==> src/rtl/mbx_pkg.sv <==
package mbx_pkg;

    localparam int unsigned ADDR_W   = 12;
    localparam int unsigned DATA_W   = 32;
    localparam int unsigned VIOL_BIT = DATA_W - 1;

    localparam logic [ADDR_W-1:0] OFF_STATUS   = 12'h000;
    localparam logic [ADDR_W-1:0] OFF_CLEAR    = 12'h008;
    localparam logic [ADDR_W-1:0] OFF_SET      = 12'h00C;
    localparam logic [ADDR_W-1:0] OFF_WAKE_REQ = 12'hF88;
    localparam logic [ADDR_W-1:0] OFF_WAKE_RDY = 12'hF8C;

    localparam logic [DATA_W-1:0] SLOT_MASK = {1'b0, {(DATA_W-1){1'b1}}};

    typedef struct packed {
        logic              set_we;
        logic [DATA_W-1:0] set_mask;
        logic              req_we;
        logic              req_val;
        logic              viol;
    } tx_cmd_t;

    typedef struct packed {
        logic              clr_we;
        logic [DATA_W-1:0] clr_mask;
        logic              viol;
    } rx_cmd_t;

    typedef enum logic [1:0] {
        SRC_ZERO,
        SRC_STATUS,
        SRC_REQ,
        SRC_RDY
    } rd_src_e;

    function automatic rd_src_e tx_read_src(logic sel, logic secure,
                                            logic [ADDR_W-1:0] addr);
        if (!sel || !secure)          return SRC_ZERO;
        else if (addr == OFF_STATUS)  return SRC_STATUS;
        else if (addr == OFF_WAKE_REQ) return SRC_REQ;
        else if (addr == OFF_WAKE_RDY) return SRC_RDY;
        else                          return SRC_ZERO;
    endfunction

    function automatic logic [DATA_W-1:0] flag_word(logic b);
        return {{(DATA_W-1){1'b0}}, b};
    endfunction

endpackage

==> src/rtl/mbx_tx_decode.sv <==
module mbx_tx_decode
    import mbx_pkg::*;
(
    input  logic              sel,
    input  logic              wr,
    input  logic [ADDR_W-1:0] addr,
    input  logic [DATA_W-1:0] wdata,
    input  logic              secure,
    input  logic [DATA_W-1:0] status,
    input  logic              req,
    input  logic              rdy,
    output tx_cmd_t           cmd,
    output logic [DATA_W-1:0] rdata
);
    logic    sec_wr;
    rd_src_e src;

    assign sec_wr = sel && wr && secure;

    always_comb begin
        cmd          = '0;
        cmd.viol     = sel && !secure;
        cmd.set_we   = sec_wr && (addr == OFF_SET);
        cmd.set_mask = wdata & SLOT_MASK;
        cmd.req_we   = sec_wr && (addr == OFF_WAKE_REQ);
        cmd.req_val  = wdata[0];
    end

    assign src = tx_read_src(sel, secure, addr);

    always_comb begin
        unique case (src)
            SRC_STATUS: rdata = status;
            SRC_REQ:    rdata = flag_word(req);
            SRC_RDY:    rdata = flag_word(rdy);
            default:    rdata = '0;
        endcase
    end
endmodule

==> src/rtl/mbx_rx_decode.sv <==
module mbx_rx_decode
    import mbx_pkg::*;
(
    input  logic              sel,
    input  logic              wr,
    input  logic [ADDR_W-1:0] addr,
    input  logic [DATA_W-1:0] wdata,
    input  logic              secure,
    input  logic [DATA_W-1:0] status,
    output rx_cmd_t           cmd,
    output logic [DATA_W-1:0] rdata
);
    always_comb begin
        cmd          = '0;
        cmd.viol     = sel && !secure;
        cmd.clr_we   = sel && wr && secure && (addr == OFF_CLEAR);
        cmd.clr_mask = wdata;
    end

    assign rdata = (sel && secure && (addr == OFF_STATUS)) ? status : '0;
endmodule

==> src/rtl/mbx_status_core.sv <==
module mbx_status_core
    import mbx_pkg::*;
(
    input  logic              clk,
    input  logic              rst,
    input  logic              set_we,
    input  logic [DATA_W-1:0] set_mask,
    input  logic              clr_we,
    input  logic [DATA_W-1:0] clr_mask,
    input  logic              viol,
    output logic [DATA_W-1:0] status
);
    logic [DATA_W-1:0] clr_eff, set_eff, viol_eff, status_nx;

    assign clr_eff   = clr_we ? clr_mask : '0;
    assign set_eff   = set_we ? set_mask : '0;
    assign viol_eff  = viol ? (DATA_W'(1) << VIOL_BIT) : '0;
    assign status_nx = (status & ~clr_eff) | set_eff | viol_eff;

    always_ff @(posedge clk) begin
        if (rst) status <= '0;
        else     status <= status_nx;
    end


    status_reset_chk: assert property (@(posedge clk) disable iff (rst)
        $past(rst) |-> status == '0);


    set_bits_chk: assert property (@(posedge clk) disable iff (rst)
        set_we |=> ((status & $past(set_mask)) == $past(set_mask)));


    clr_bits_chk: assert property (@(posedge clk) disable iff (rst)
        (clr_we && !set_we && !viol) |=> ((status & $past(clr_mask)) == '0));


    viol_flag_chk: assert property (@(posedge clk) disable iff (rst)
        viol |=> status[VIOL_BIT]);
endmodule

==> src/rtl/mbx_wake_ctl.sv <==
module mbx_wake_ctl (
    input  logic clk,
    input  logic rst,
    input  logic req_we,
    input  logic req_val,
    input  logic wake_ack,
    output logic wake_req,
    output logic ready
);
    always_ff @(posedge clk) begin
        if (rst) begin
            wake_req <= 1'b0;
            ready    <= 1'b0;
        end else begin
            if (req_we) wake_req <= req_val;
            ready <= wake_ack;
        end
    end


    ready_delay_chk: assert property (@(posedge clk) disable iff (rst)
        !$past(rst) |-> ready == $past(wake_ack));


    req_hold_chk: assert property (@(posedge clk) disable iff (rst)
        (!$past(rst) && !$past(req_we)) |-> wake_req == $past(wake_req));
endmodule

==> src/rtl/mbx_doorbell.sv <==
module mbx_doorbell
    import mbx_pkg::*;
(
    input  logic        clk,
    input  logic        rst,
    input  logic        tx_sel,
    input  logic        tx_wr,
    input  logic [11:0] tx_addr,
    input  logic [31:0] tx_wdata,
    input  logic        tx_secure,
    output logic [31:0] tx_rdata,
    input  logic        rx_sel,
    input  logic        rx_wr,
    input  logic [11:0] rx_addr,
    input  logic [31:0] rx_wdata,
    input  logic        rx_secure,
    output logic [31:0] rx_rdata,
    input  logic        wake_ack,
    output logic        wake_req,
    output logic        rx_irq
);
    tx_cmd_t           tx_cmd;
    rx_cmd_t           rx_cmd;
    logic [DATA_W-1:0] status;
    logic              ready;

    mbx_tx_decode tx_dec_i (
        .sel(tx_sel), .wr(tx_wr), .addr(tx_addr), .wdata(tx_wdata),
        .secure(tx_secure), .status(status), .req(wake_req), .rdy(ready),
        .cmd(tx_cmd), .rdata(tx_rdata)
    );

    mbx_rx_decode rx_dec_i (
        .sel(rx_sel), .wr(rx_wr), .addr(rx_addr), .wdata(rx_wdata),
        .secure(rx_secure), .status(status), .cmd(rx_cmd), .rdata(rx_rdata)
    );

    mbx_status_core core_i (
        .clk(clk), .rst(rst),
        .set_we(tx_cmd.set_we), .set_mask(tx_cmd.set_mask),
        .clr_we(rx_cmd.clr_we), .clr_mask(rx_cmd.clr_mask),
        .viol(tx_cmd.viol || rx_cmd.viol),
        .status(status)
    );

    mbx_wake_ctl wake_i (
        .clk(clk), .rst(rst),
        .req_we(tx_cmd.req_we), .req_val(tx_cmd.req_val),
        .wake_ack(wake_ack), .wake_req(wake_req), .ready(ready)
    );

    assign rx_irq = |status[VIOL_BIT-1:0];


    irq_rise_chk: assert property (@(posedge clk) disable iff (rst)
        $rose(rx_irq) |-> $past(tx_cmd.set_we));
endmodule

==> config.mk <==
export PLATFORM = sky130hd
export DESIGN_NAME = mbx_doorbell
export DESIGN_NICKNAME = d
export VERILOG_FILES = /design/src/rtl/mbx_pkg.sv /design/src/rtl/mbx_tx_decode.sv /design/src/rtl/mbx_rx_decode.sv /design/src/rtl/mbx_status_core.sv /design/src/rtl/mbx_wake_ctl.sv /design/src/rtl/mbx_doorbell.sv
export SDC_FILE = /design/constraint.sdc
export NUM_CORES = 1
export LEC_CHECK = 0
export ABC_AREA = 1
export BUFFER_PORTS_ARGS = -buffer_cell sky130_fd_sc_hd__buf_2
export CAP_MARGIN = 20
export CORE_MARGIN = 4
export CORE_UTILIZATION = 44
export DETAILED_ROUTE_END_ITERATION = 8
export PLACE_DENSITY = 0.86
export SLEW_MARGIN = 25
export SYNTH_ARGS = -nofsm -noshare
export SYNTH_HDL_FRONTEND = slang
export SYNTH_SLANG_ARGS = --single-unit
==> constraint.sdc <==
create_clock -name clk -period 2.05 [get_ports clk]
set_input_delay 0.3075 -clock clk [delete_from_list [all_inputs] [get_ports clk]]
set_output_delay 0.3075 -clock clk [all_outputs]
set_load 0.1 [all_outputs]
==> qor.csv <==
metric,value,unit
reg2reg start,core_i.status[19],
max cap viols,0,
Tcrit/Tclk final,97.7,%
Synth Area per Inst,6.14,um^2
Synth Net Count,460,
core area,4820,um^2
setup ws final,0.0479,ns
top cell type's share of synthesized area,30.5,%
DRC errors left,0,
Fin. Hold Viols,0,
fmax,0.499,GHz
Row Count,25,
PwrDens,301,nW/um^2
Hold EP,wake_i.ready,
Post-synth EDFFs,0,
share of layout cells above drive strength 1,48.5,%
GP Congestion,0.858,
Post-Synthesis Cells,363,
clk slew on worst S/H paths,0.07,ns
RR Endpoint,core_i.status[19],
final core utilization,93.1,%
Switching Share,25.2,%
Worst Path Required,1.74,ns
distinct cell type count after synthesis,21,
P_sw,341,uW
P&R area growth vs syn,101,%
leakage,0.00162,uW
Critical Path Max Stage Delay,0.20,ns
sequential fraction of the synthesis area,30.5,%
diodes inserted,0,
outcome,completed,
antenna-violating nets left,0,
kind of critical path,in2out,
TritonCTS clock tree,built,
Clock power frac,39.1,%
CTS buffer count,5,
Via density,5.49,
routed wire length,10500,um
hold buffers post-CTS,0,
CP top delay family,simple AND/OR/NAND/NOR gates,
IO Count,163,
final net count,616,
most instantiated cells after synthesis,"nand2_1, nor2_1, inv_1",
Async SR Flop Fraction,0,%
worst reg2reg path depth,2,
mapped cell area,2230,um^2
routed len/inst,17.8,um
largest net degree at the start of global routing,35,
post-DP HPWL,8410,um
worst skew pair latency,0.29,ns
Critical Path Slowest Stage Cell,buf_12,
Bufs and invs on worst path,3,
Final Skew,0,ns
Critical Path Sink Type,output port,
top-count cell post-synth,nand2_1,
overall fraction of global-route tracks in use,33.4,%
vias in the first global route,3399,
critical path arrival,1.69,ns
Final Max Slew Viols,0,
remaining global-route overflow,0,
hold wc startpoint,wake_ack,
via count,3222,
HP Class,in2reg,
Max H-tree Level,2,
Synth warnings,0,
peak supply drop,0.403,mV
R2R setup slack,1.36,ns
Tmin final,2.00,ns
Filler cells,181,
die width,79.2,um
Setup crit start kind,input pin,
Sink Count,34,
Slew @ Worst Pin,0.666,ns
P_int,1010,uW
Most used DFF post-synth,dfxtp_1,
First-pass DRT Iterations,4,
RSZ-0062 raised after global routing,no,
Die Span Y,79.2,um
#FFs+latches synth,34,
Clock Tree Root,clkbuf_8,
I/O Buffers,161,
sequential power share,49.2,%
Max clock buf depth,2,
worst relative slew slack,55.6,%
Synth area leader,dfxtp_1,
first-pass GRT wire length,16200,um
CP max FO,16,
Place WS,0.0924,ns
# setup viols final,0,
worst hold stages,3,
critical path cell sequence,buf_2 -> nor2_1 -> nand2_1 -> nor2_1 -> nand2_1 -> nand2_2 -> nand3_4 -> buf_12 -> nor2_2 -> buf_12,
initial antenna violation count,0,
Initial Utilization,46.3,%
Area contributors post-synth,"dfxtp_1, nand2_1, nor2_1",
initial DRC count,210,
Comb power frac,11.7,%
DIE AREA,6270,um^2
==> power by group through the flow <==
stage	logic, uW	clock network, uW	registers [uW]
2_1_floorplan	42.0	0	679
3_3_place_gp	137	0	679
3_5_place_dp	151	0	679
4_1_cts	153	531	664
5_1_grt	172	569	664
6_report	158	529	664
==> through the flow <==
stage | instance area, um^2 | TNS [ns] | power [uW] | hold WS, ns | std cells
finish | 4480 | 0 | 1350 | 0.252 | 587
global route | 4480 | 0 | 1400 | 0.261 | 587
CTS | 4470 | 0 | 1350 | 0.254 | 587
detailed placement | 4380 | 0 | 830 | 0.453 | 579
global placement | 4380 | 0 | 816 | 0.446 | 579
floorplan | 2530 | -4.35 | 721 | 0.414 | 363
==> worst max path at each step <==
stage / to / cells past startpoint / slack, ns / startpoint
global route: tx_rdata[15] / 10 / 0.004 / tx_addr[9]
detailed placement: tx_rdata[15] / 10 / 0.09 / tx_addr[11]
floorplan: rx_rdata[0] / 5 / -0.27 / rx_addr[11]
finish: tx_rdata[15] / 10 / 0.05 / tx_addr[9]
CTS: tx_rdata[15] / 10 / 0.07 / tx_addr[11]
global placement: tx_rdata[15] / 10 / 0.17 / tx_addr[0]
==> state kept, by name, summed over array words and instances, names as in the netlist <==
register / flops
core_i.status: 32
wake_i.ready: 1
wake_i.wake_req: 1
==> kinds of logic (layout without fill, tap and decap cells) <==
kind of cell / after synthesis / after routing / synth area share (%)
AO/OA/AOI/OAI: 36 / 36 / 8.48
AND/OR/NAND/NOR: 227 / 227 / 47.5
flip-flops: 34 / 34 / 30.5
buffers and inverters: 66 / 223 / 13.5
==> timing repair <==
action | in CTS | in global routing
setup buffers | 0 | 0
setup endpoints to repair | 0 | 2
gates resized for setup | 0 | 3
==> final cells by class <==
class	instances	area, um^2	share of cell area (%)
Tap cell	67	83.8	1.87
Multi-Input combinational cell	263	1570	34.9
Sequential cell	34	682	15.2
Timing Repair Buffer	168	1880	42.0
Clock buffer	6	82.6	1.84
Inverter	47	176	3.93
Clock inverter	2	12.5	0.279
==> routing by layer <==
layer  track usage [%]  up-vias  routed length, um
met3              8.05       62                973
met2              63.6      233               5450
li1                  -     1447                  -
met4              21.6        0                709
met1              31.1     1480               3340
met5              1.82        -                  0
==> worst reg2reg max path: stages (launching register included) <==
cell	delay, ns
dfxtp_1	0.33
nand2_1	0.08
a21oi_1	0.19
==> layout by cell type (no fill, tap or decap), types with 2 or more instances in the layout <==
cell type   n
a21oi_1    32
nor2_1     24
nand4_1    12
buf_4       2
buf_2      97
nand3_1    35
dfxtp_1    33
nor2_4     48
clkbuf_8    6
nand2_2     2
nor2_2     21
nand2_1    80
buf_12     69
inv_1      47
nand3_2     2
Note: power is estimated with default switching activity, not from simulation.
